### src/rtl/rxq_pkg.sv
package rxq_pkg;
    localparam int DATA_W  = 8;
    localparam int ERR_W   = 3;
    localparam int TMO_W   = 7;

    typedef struct packed {
        logic [ERR_W-1:0]  err;
        logic [DATA_W-1:0] data;
    } rx_entry_t;

    // threshold for the data interrupt in queue mode
    function automatic logic [4:0] trig_level(input logic [1:0] sel);
        logic [4:0] lvl;
        case (sel)
            2'd0:    lvl = 5'd1;
            2'd1:    lvl = 5'd4;
            2'd2:    lvl = 5'd8;
            default: lvl = 5'd14;
        endcase
        return lvl;
    endfunction

    // four words of (5 + wl) data bits, plus twelve bit periods
    function automatic logic [TMO_W-1:0] tmo_limit(input logic [1:0] wl);
        logic [TMO_W-1:0] bits;
        bits = TMO_W'(5) + TMO_W'(wl);
        return (bits << 2) + TMO_W'(12);
    endfunction
endpackage

### src/rtl/rxq_store.sv
module rxq_store
    import rxq_pkg::*;
#(
    parameter  int DEPTH = 16,
    localparam int PW    = $clog2(DEPTH),
    localparam int CW    = $clog2(DEPTH + 1)
) (
    input  logic          clk,
    input  logic          rst_n,
    input  logic          flush,
    input  logic [CW-1:0] cap,
    input  logic          wr,
    input  rx_entry_t     wdata,
    input  logic          rd,
    output rx_entry_t     head,
    output logic [CW-1:0] count,
    output logic          empty,
    output logic          wr_ok
);
    typedef struct packed {
        rx_entry_t [DEPTH-1:0] mem;
        logic [PW-1:0]         wp;
        logic [PW-1:0]         rp;
        logic [CW-1:0]         cnt;
    } store_t;

    store_t s_d, s_q;
    logic   rd_ok;

    always_comb begin
        s_d   = s_q;
        wr_ok = wr && (s_q.cnt < cap);
        rd_ok = rd && (s_q.cnt != '0);
        if (flush) begin
            s_d.wp  = '0;
            s_d.rp  = '0;
            s_d.cnt = '0;
        end else begin
            if (wr_ok) begin
                s_d.mem[s_q.wp] = wdata;
                s_d.wp = (s_q.wp == PW'(DEPTH - 1)) ? '0 : s_q.wp + 1'b1;
            end
            if (rd_ok) begin
                s_d.rp = (s_q.rp == PW'(DEPTH - 1)) ? '0 : s_q.rp + 1'b1;
            end
            if (wr_ok && !rd_ok)
                s_d.cnt = s_q.cnt + 1'b1;
            else if (rd_ok && !wr_ok)
                s_d.cnt = s_q.cnt - 1'b1;
        end
    end

    always_ff @(posedge clk or negedge rst_n) begin
        if (!rst_n) s_q <= '0;
        else        s_q <= s_d;
    end

    assign count = s_q.cnt;
    assign empty = (s_q.cnt == '0);
    assign head  = empty ? '0 : s_q.mem[s_q.rp];


    count_in_range_chk: assert property (@(posedge clk) disable iff (!rst_n)
        s_q.cnt <= CW'(DEPTH));


    empty_pop_chk: assert property (@(posedge clk) disable iff (!rst_n)
        (rd && empty && !wr) |=> (s_q.cnt == '0));
endmodule

### src/rtl/rxq_timer.sv
module rxq_timer
    import rxq_pkg::*;
(
    input  logic             clk,
    input  logic             rst_n,
    input  logic             tick,
    input  logic             restart,
    input  logic             active,
    input  logic [TMO_W-1:0] limit,
    output logic             expired
);
    typedef struct packed {
        logic [TMO_W-1:0] cnt;
        logic             flag;
    } tmr_t;

    tmr_t t_d, t_q;

    always_comb begin
        t_d = t_q;
        if (restart || !active) begin
            t_d.cnt  = '0;
            t_d.flag = 1'b0;
        end else if (tick && !t_q.flag) begin
            t_d.cnt = t_q.cnt + 1'b1;
            if (t_q.cnt + 1'b1 == limit)
                t_d.flag = 1'b1;
        end
    end

    always_ff @(posedge clk or negedge rst_n) begin
        if (!rst_n) t_q <= '0;
        else        t_q <= t_d;
    end

    assign expired = t_q.flag;


    tmo_rise_chk: assert property (@(posedge clk) disable iff (!rst_n)
        $rose(t_q.flag) |-> ($past(active) && $past(tick)));
endmodule

### src/rtl/rx_fifo_tagged.sv
module rx_fifo_tagged
    import rxq_pkg::*;
#(
    parameter  int DEPTH = 16,
    localparam int CW    = $clog2(DEPTH + 1)
) (
    input  logic              clk,
    input  logic              rst_n,
    input  logic              fifo_en,
    input  logic              irq_en,
    input  logic [1:0]        trig_sel,
    input  logic [1:0]        word_len,
    input  logic              bit_tick,
    input  logic              push_valid,
    input  logic [DATA_W-1:0] push_data,
    input  logic [ERR_W-1:0]  push_err,
    input  logic              pop,
    output logic [DATA_W-1:0] rd_data,
    output logic [ERR_W-1:0]  rd_err,
    output logic              data_ready,
    output logic [CW-1:0]     level,
    output logic              overrun,
    output logic              rx_irq,
    output logic              tmo_irq
);
    typedef struct packed {
        logic mode;
        logic ovr;
    } ctl_t;

    ctl_t      c_d, c_q;
    logic      flush;
    logic      wr_ok;
    logic      empty;
    logic      expired;
    logic [CW-1:0] cap;
    rx_entry_t wentry, head;

    assign flush  = (fifo_en != c_q.mode);
    assign cap    = c_q.mode ? CW'(DEPTH) : CW'(1);
    assign wentry = '{err: push_err, data: push_data};

    rxq_store #(.DEPTH(DEPTH)) u_store (
        .clk   (clk),
        .rst_n (rst_n),
        .flush (flush),
        .cap   (cap),
        .wr    (push_valid),
        .wdata (wentry),
        .rd    (pop),
        .head  (head),
        .count (level),
        .empty (empty),
        .wr_ok (wr_ok)
    );

    rxq_timer u_timer (
        .clk     (clk),
        .rst_n   (rst_n),
        .tick    (bit_tick),
        .restart (push_valid || pop),
        .active  (c_q.mode && !empty && !flush),
        .limit   (tmo_limit(word_len)),
        .expired (expired)
    );

    always_comb begin
        c_d      = c_q;
        c_d.mode = fifo_en;
        if (flush)
            c_d.ovr = 1'b0;
        else if (push_valid && !wr_ok)
            c_d.ovr = 1'b1;
        else if (pop && !empty)
            c_d.ovr = 1'b0;
    end

    always_ff @(posedge clk or negedge rst_n) begin
        if (!rst_n) c_q <= '0;
        else        c_q <= c_d;
    end

    assign rd_data    = head.data;
    assign rd_err     = head.err;
    assign data_ready = !empty;
    assign overrun    = c_q.ovr;
    assign rx_irq     = irq_en && (c_q.mode ? (level >= CW'(trig_level(trig_sel)))
                                            : !empty);
    assign tmo_irq    = irq_en && expired;


    single_reg_cap_chk: assert property (@(posedge clk) disable iff (!rst_n)
        (!c_q.mode && !flush) |-> (level <= CW'(1)));


    drop_flags_chk: assert property (@(posedge clk) disable iff (!rst_n)
        (push_valid && !wr_ok && !flush) |=> overrun);
endmodule

### config.mk
export PLATFORM = sky130hd
export DESIGN_NAME = rx_fifo_tagged
export DESIGN_NICKNAME = d
export VERILOG_FILES = /design/src/rtl/rxq_pkg.sv /design/src/rtl/rxq_store.sv /design/src/rtl/rxq_timer.sv /design/src/rtl/rx_fifo_tagged.sv
export SDC_FILE = /design/constraint.sdc
export NUM_CORES = 1
export LEC_CHECK = 0
export ABC_AREA = 0
export ABC_CLOCK_PERIOD_IN_PS = 3300
export BUFFER_PORTS_ARGS = -buffer_cell sky130_fd_sc_hd__buf_2
export CORE_MARGIN = 2
export CORE_UTILIZATION = 50
export DETAILED_ROUTE_END_ITERATION = 10
export MAX_ROUTING_LAYER = met4
export PLACE_DENSITY = 0.69
export SLEW_MARGIN = 15
export SYNTH_ARGS = -nofsm -noshare
export SYNTH_HDL_FRONTEND = slang
export SYNTH_SLANG_ARGS = --single-unit
### constraint.sdc
create_clock -name clk -period 3.3 [get_ports clk]
set_input_delay 0.495 -clock clk [delete_from_list [all_inputs] [get_ports clk]]
set_output_delay 0.495 -clock clk [all_outputs]
set_load 0.005 [all_outputs]
==> results.toml, run 1 <==
[status]
status = "complete, no violations"

[timing]
skew_ns = 0.0164
max_slew_margin_pct = 42.2
worst_slew_pin_slew_ns = 0.867
rsz0062_at_grt = "no"
final_max_slew_viol_count = 0
holdWs_ns = 0.135
setup_violations = 0
fmax_ghz = 0.324
min_period_ns = 3.09
hold_viol = 0
setup_tns_ns = 0
post-route-period-util_pct = 93.6

[placement]
hpwl_mm = 13.4
portBuffers = 41
dpl.cell_count = 960
gp_congestion = 0.873

[floorplan]
die_width_um = 143
placementRows = 50
core-area_mm2 = 0.0188
die_area_mm2 = 0.0204
initial_core_util_pct = 51.1
die_h_um = 143
design.portCount = 42

[cells_and_area]
drive_gt1_share_pct = 44.5
nFillCells = 1514
final_cells = 992
ff_latch_area_mm2 = 0.00498
syn_to_final_growth_pct = 11.6
multi_input_area_mm2 = 0.00433
diodes = 0
nNetsFinal = 758

[critical_path]
r2r_setup_slack_ns = 0.36
rr_worst_depth = 10
crit_end = "rd_data[2]"
endpoint_kind = "output pin"
r2r_end = "u_store.count[4]$_DFFE_PN0P_"
cp_data_arrival_time_ns = 2.59
rr_startpoint = "u_store.count[4]$_DFFE_PN0P_"
start_kind = "register"
crit_start = "u_store.count[1]$_DFFE_PN0P_"
required_ns = 2.80
worstSetupPathType = "register to output pin"
cp_max_fo = 11

[grt]
grt_pass1_wl_mm = 33.7
grt_max_degree = 105
overflow = 0
antenna_found_initial = 0
grt_pass1_vias = 6083
grt_usage_pct = 22.6

[synthesis]
avgSynthCellArea_um2 = 14.1
netlist-cell-type-count = 41
syn_inst = 683
ys_ff_latch = 199
async_reset_ff_share_pct = 100
ys_seq_area_share_pct = 51.7
synth_xor_area_share_pct = 1.64
muxShareOfSynthArea_pct = 33.3
synth_nets = 722
mappedNetlistArea_mm2 = 0.00963
synthFlopType = "dfrtp_1"
synth_fa_ha_area_share_pct = 2.29
synth_top_family_by_area = "multiplexers"
synthSimpleGateAreaFrac_pct = 4.86
synth-compound-area-share_pct = 2.96
synth-edff-count = 0
yosys_warnings = 0

[clock_tree]
cts_made_buffers = 17
cts_hold_buf = 0
cts_resized = 0
clockBufferDepth = 2
clk-insertion-delay-late_ns = 0.43
cts_tree = "built"
clkSinkCount = 199
root_buffer = "clkbuf_16"
post_cts_buffers = 0
path_clk_slew_ns = 0.07
htree_levels = 4

[power_and_ir_drop]
switchingPower_mw = 2.06
p_int_mw = 4.66
pwr-share-seq_pct = 42.5
clock_power_share_pct = 30.8
power_leakage_nw = 5.05
power_mw = 6.72
powerDensity_mw_per_mm2 = 625
switching_share_pct = 30.6
peakVddDrop_v = 0.000320
p_comb_share_pct = 26.6

[job]
cap_violations = 0

[route]
viasPerCell = 5.82
met2_length_mm = 10.8
routedWlPerCell_um = 20.8
drc_errors = 0
routed_wl_mm = 20.6
met3_wirelength_um = 768
ant_nets = 0
highest_layer = "met4"
via_count = 5773
wl_met1_mm = 8.98
drtIter0Drc = 315
dr.pass1.iters = 4

[hold_path]
hold_class = "input pin to asynchronous set/reset pin"
==> cell usage after synthesis (7+ instances only) <==
cell      instances  area share, %
o21ai_0           8           0.42
mux2_2          176             21
buf_2            15           0.78
clkbuf_1         20           0.78
o22ai_1          12           0.78
buf_1             7           0.27
xor2_1           10           0.91
a21oi_1          10           0.52
nand4_1          10           0.65
dfrtp_1         199             52
xnor2_1           8           0.73
mux2i_1          23            2.4
inv_1            10           0.39
nand3_1          16           0.83
buf_4             7           0.55
nor2_1           24           0.94
mux4_2           44             10
ha_1             16            2.1
nand2_1          24           0.94
==> cell usage in the layout, fill, tap and decap left out, types with 8 or more instances in the layout <==
cell type	Yosys	layout
nand4_1	10	10
mux2i_1	23	23
inv_1	10	10
mux4_2	44	44
a21oi_1	10	10
buf_4	7	27
buf_2	15	40
mux2_2	176	176
o21ai_0	8	8
o22ai_1	12	12
nor2_1	24	24
xor2_1	10	10
xnor2_1	8	8
nand3_1	16	16
ha_1	16	16
clkbuf_16	0	17
nand2_1	24	24
dfrtp_1	199	197
==> registers in the layout (all words and copies together), names as in the netlist <==
signal           flops
u_store.s_q        184
u_timer.t_q          7
u_store.count        5
c_q                  1
overrun              1
u_timer.expired      1
==> per-stage QoR <==
step / utilization [%] / setup slack, ns / instance area (um^2)
3_3_place_gp: 53.9 / 0.460 / 10200
5_1_grt: 57.1 / 0.0441 / 10700
2_1_floorplan: - / 0.154 / 9630
6_report: 57.1 / 0.210 / 10700
4_1_cts: 57.1 / 0.169 / 10700
3_5_place_dp: 53.9 / 0.408 / 10200
==> layer usage <==
| metal | global-route usage, % | vias to the layer above |
|---|---|---|
| li1 | - | 2575 |
| met1 | 29.5 | 3082 |
| met2 | 37.1 | 108 |
| met3 | 3.89 | 8 |
| met4 | 5.63 | 0 |
| met5 | - | - |
==> power groups by stage <==
stage,clock (mW),sequential [mW],combinational [mW]
final,2.07,2.86,1.79
after global routing,2.22,2.89,1.98
after CTS,2.12,2.86,1.82
after detailed placement,0,2.90,1.81
after global placement,0,2.87,1.77
after floorplan,0,2.84,1.29
==> worst max-delay path: stages, from the launching register on <==
cell,delay [ns]
dfrtp_1,0.44
or4_1,0.67
nand2b_1,0.27
nand2b_1,0.39
o22ai_1,0.21
buf_2,0.18
==> cell families after synthesis <==
| logic type | Yosys count |
|---|---|
| and+or+nand+nor | 96 |
| buffers and inverters | 64 |
| muxes | 243 |
| DFF | 199 |
| AOI/OAI and AO/OA | 46 |
| adders and majority gates | 17 |
| xor gates and xnor gates | 18 |
==> how the worst min path moves through the flow <==
| stage | from | to | slack [ns] | cells past startpoint |
|---|---|---|---|---|
| floorplan | rst_n | c_q[1]$_DFF_PN0_ | 0.20 | 0 |
| global placement | u_store.s_q[125]$_DFFE_PN0P_ | u_store.s_q[125]$_DFFE_PN0P_ | 0.48 | 1 |
| detailed placement | u_store.s_q[128]$_DFFE_PN0P_ | u_store.s_q[128]$_DFFE_PN0P_ | 0.49 | 1 |
| CTS | rst_n | u_store.count[2]$_DFFE_PN0P_ | 0.21 | 1 |
| global route | fifo_en | c_q[1]$_DFF_PN0_ | 0.23 | 1 |
| finish | rst_n | u_store.count[1]$_DFFE_PN0P_ | 0.14 | 1 |
==> cell type report <==
class	instances	area share, %
Timing Repair Buffer	71	4.44
Inverter	10	0.349
Tap cell	260	3.03
Sequential cell	199	46.4
Clock inverter	13	1.47
Clock buffer	19	4.03
Multi-Input combinational cell	420	40.3
Power figures use the tool's default switching activity.
==> run 2: changes to the inputs <==
RECOVER_POWER = 50   (was unset)
SLEW_MARGIN = 40   (was 15)
==> run 2 against run 1 <==
Compared with the run above:
- the run now ends with capacitance limit, slew limit left
- critical endpoint unchanged
- register-to-register slack about the same
- die area unchanged
- wire length up 0.50%
- flip-flop and latch count unchanged
- sequential power about the same
- via count up 0.87%
- largest cell class unchanged
- final cell count up 0.20%
==> results.toml, run 2 (synthesized netlist as in run 1, its figures left out) <==
[route]
routed_wl_mm = 20.7
wl_met1_mm = 9.11
routedWlPerCell_um = 20.9
met3_wirelength_um = 673
drtIter0Drc = 279
via_count = 5823
met2_length_mm = 10.7
viasPerCell = 5.86
ant_nets = 0
drc_errors = 0
dr.pass1.iters = 4
highest_layer = "met4"

[clock_tree]
cts_resized = 0
clockBufferDepth = 2
clk-insertion-delay-late_ns = 0.44
htree_levels = 4
clkSinkCount = 199
root_buffer = "clkbuf_16"
cts_tree = "built"
path_clk_slew_ns = 0.07
cts_made_buffers = 17

[floorplan]
placementRows = 50
die_area_mm2 = 0.0204
die_h_um = 143
design.portCount = 42
die_width_um = 143
initial_core_util_pct = 51.1
core-area_mm2 = 0.0188

[timing]
final_max_slew_viol_count = 27
skew_ns = 0.0152
post-route-period-util_pct = 94.0
holdWs_ns = 0.264
hold_viol = 0
setup_tns_ns = 0
max_slew_margin_pct = -17.3
rsz0062_at_grt = "no"
min_period_ns = 3.10
worst_slew_pin_slew_ns = 1.76
setup_violations = 0
fmax_ghz = 0.322

[cells_and_area]
final_cells = 994
final_common_cell = "dfrtp_1"
largest_reg_flops = 184
drive_gt1_share_pct = 43.7
top_register = "u_store.s_q"
diodes = 0
layout_common_cells = "197 x dfrtp_1, 176 x mux2_2, 44 x mux4_2"
syn_to_final_growth_pct = 11.6
nNetsFinal = 760

[grt]
grt_pass1_wl_mm = 33.7
grt_max_degree = 105
grt_usage_pct = 22.6
antenna_found_initial = 0
overflow = 0
grt_pass1_vias = 6083

[critical_path]
endpoint_kind = "output pin"
cp_max_fo = 11
start_kind = "register"
worstSetupPathType = "register to output pin"
cp_data_arrival_time_ns = 2.61
required_ns = 2.80

[power_and_ir_drop]
switching_share_pct = 30.7
pwr-share-seq_pct = 42.5
p_comb_share_pct = 26.6
powerDensity_mw_per_mm2 = 625
switchingPower_mw = 2.07
clock_power_share_pct = 30.9
p_int_mw = 4.66
power_leakage_nw = 5.04
peakVddDrop_v = 0.000330

[placement]
dpl.cell_count = 960
hpwl_mm = 13.4
gp_congestion = 0.873
portBuffers = 41

[status]
violations = "capacitance limit, slew limit"
status = "finished, violations left"

[job]
cap_violations = 1

[hold_path]
hold_class = "input pin to register"
[run 2: cell types whose count changed in the layout (fill, tap and decap cells not counted)]
cell           before  now
buf_12              3    2
buf_16              0    1
buf_2              40   35
buf_4              27   25
clkbuf_1            2    8
clkbuf_2            0    2
clkbuf_4            0    1
clkbuf_8            1    0
dlygate4sd3_1       0    1
[run 2: metrics by stage]
stage | util, % | setup WS [ns] | area, um^2 | power [mW]
2_1_floorplan | - | 0.154 | 9630 | 4.13
3_3_place_gp | 53.9 | 0.460 | 10200 | 4.64
3_5_place_dp | 53.9 | 0.408 | 10200 | 4.71
4_1_cts | 57.1 | 0.169 | 10700 | 6.80
5_1_grt | 57.1 | 0.0441 | 10800 | 7.09
6_report | 57.1 | 0.198 | 10800 | 6.72
[run 2: power by group through the flow]
stage	combinational (mW)	clock (mW)	sequential (mW)
after detailed placement	1.81	0	2.90
after global placement	1.77	0	2.87
after floorplan	1.29	0	2.84
after CTS	1.82	2.12	2.86
final	1.79	2.08	2.86
after global routing	1.98	2.22	2.89
[run 2: layout make-up]
class | count | area, um^2
fill | 1515 | 8080
sequential | 199 | 4980
multi-input combinational | 420 | 4330
timing repair buffer | 73 | 480
clock buffer | 19 | 433
tap | 260 | 325
clock inverter | 13 | 158
inverter | 10 | 37.5
[run 2: worst max-delay path, stage by stage, from the launching register on]
cell	delay, ns
dfrtp_1	0.44
or4_1	0.67
nand2b_1	0.27
nand2b_1	0.39
o22ai_1	0.22
buf_2	0.18
[run 2: path summary, 6_finish.rpt]
kind,start,to,slack [ns],depth (start not counted)
worst max-delay path,u_store.count[1]$_DFFE_PN0P_,rd_data[2],0.20,5
worst min-delay path,fifo_en,c_q[1]$_DFF_PN0_,0.26,1
worst max register to register,u_store.count[4]$_DFFE_PN0P_,u_store.count[4]$_DFFE_PN0P_,0.36,10
worst min register to register,u_store.s_q[54]$_DFFE_PN0P_,u_store.s_q[54]$_DFFE_PN0P_,0.50,1
max in group asynchronous,rst_n,u_store.s_q[168]$_DFFE_PN0P_,0.46,3
min in group asynchronous,rst_n,u_store.count[2]$_DFFE_PN0P_,1.06,2
[run 2: per-layer routing]
metal	GRT usage (%)	vias to the layer above
met4	5.63	0
li1	-	2580
met5	-	-
met1	29.5	3123
met3	3.89	25
met2	37.1	95
[run 2: repair_timing]
item,in CTS,in global routing
setup buffers,0,0
hold endpoints to repair,0,24
hold buffers,0,1
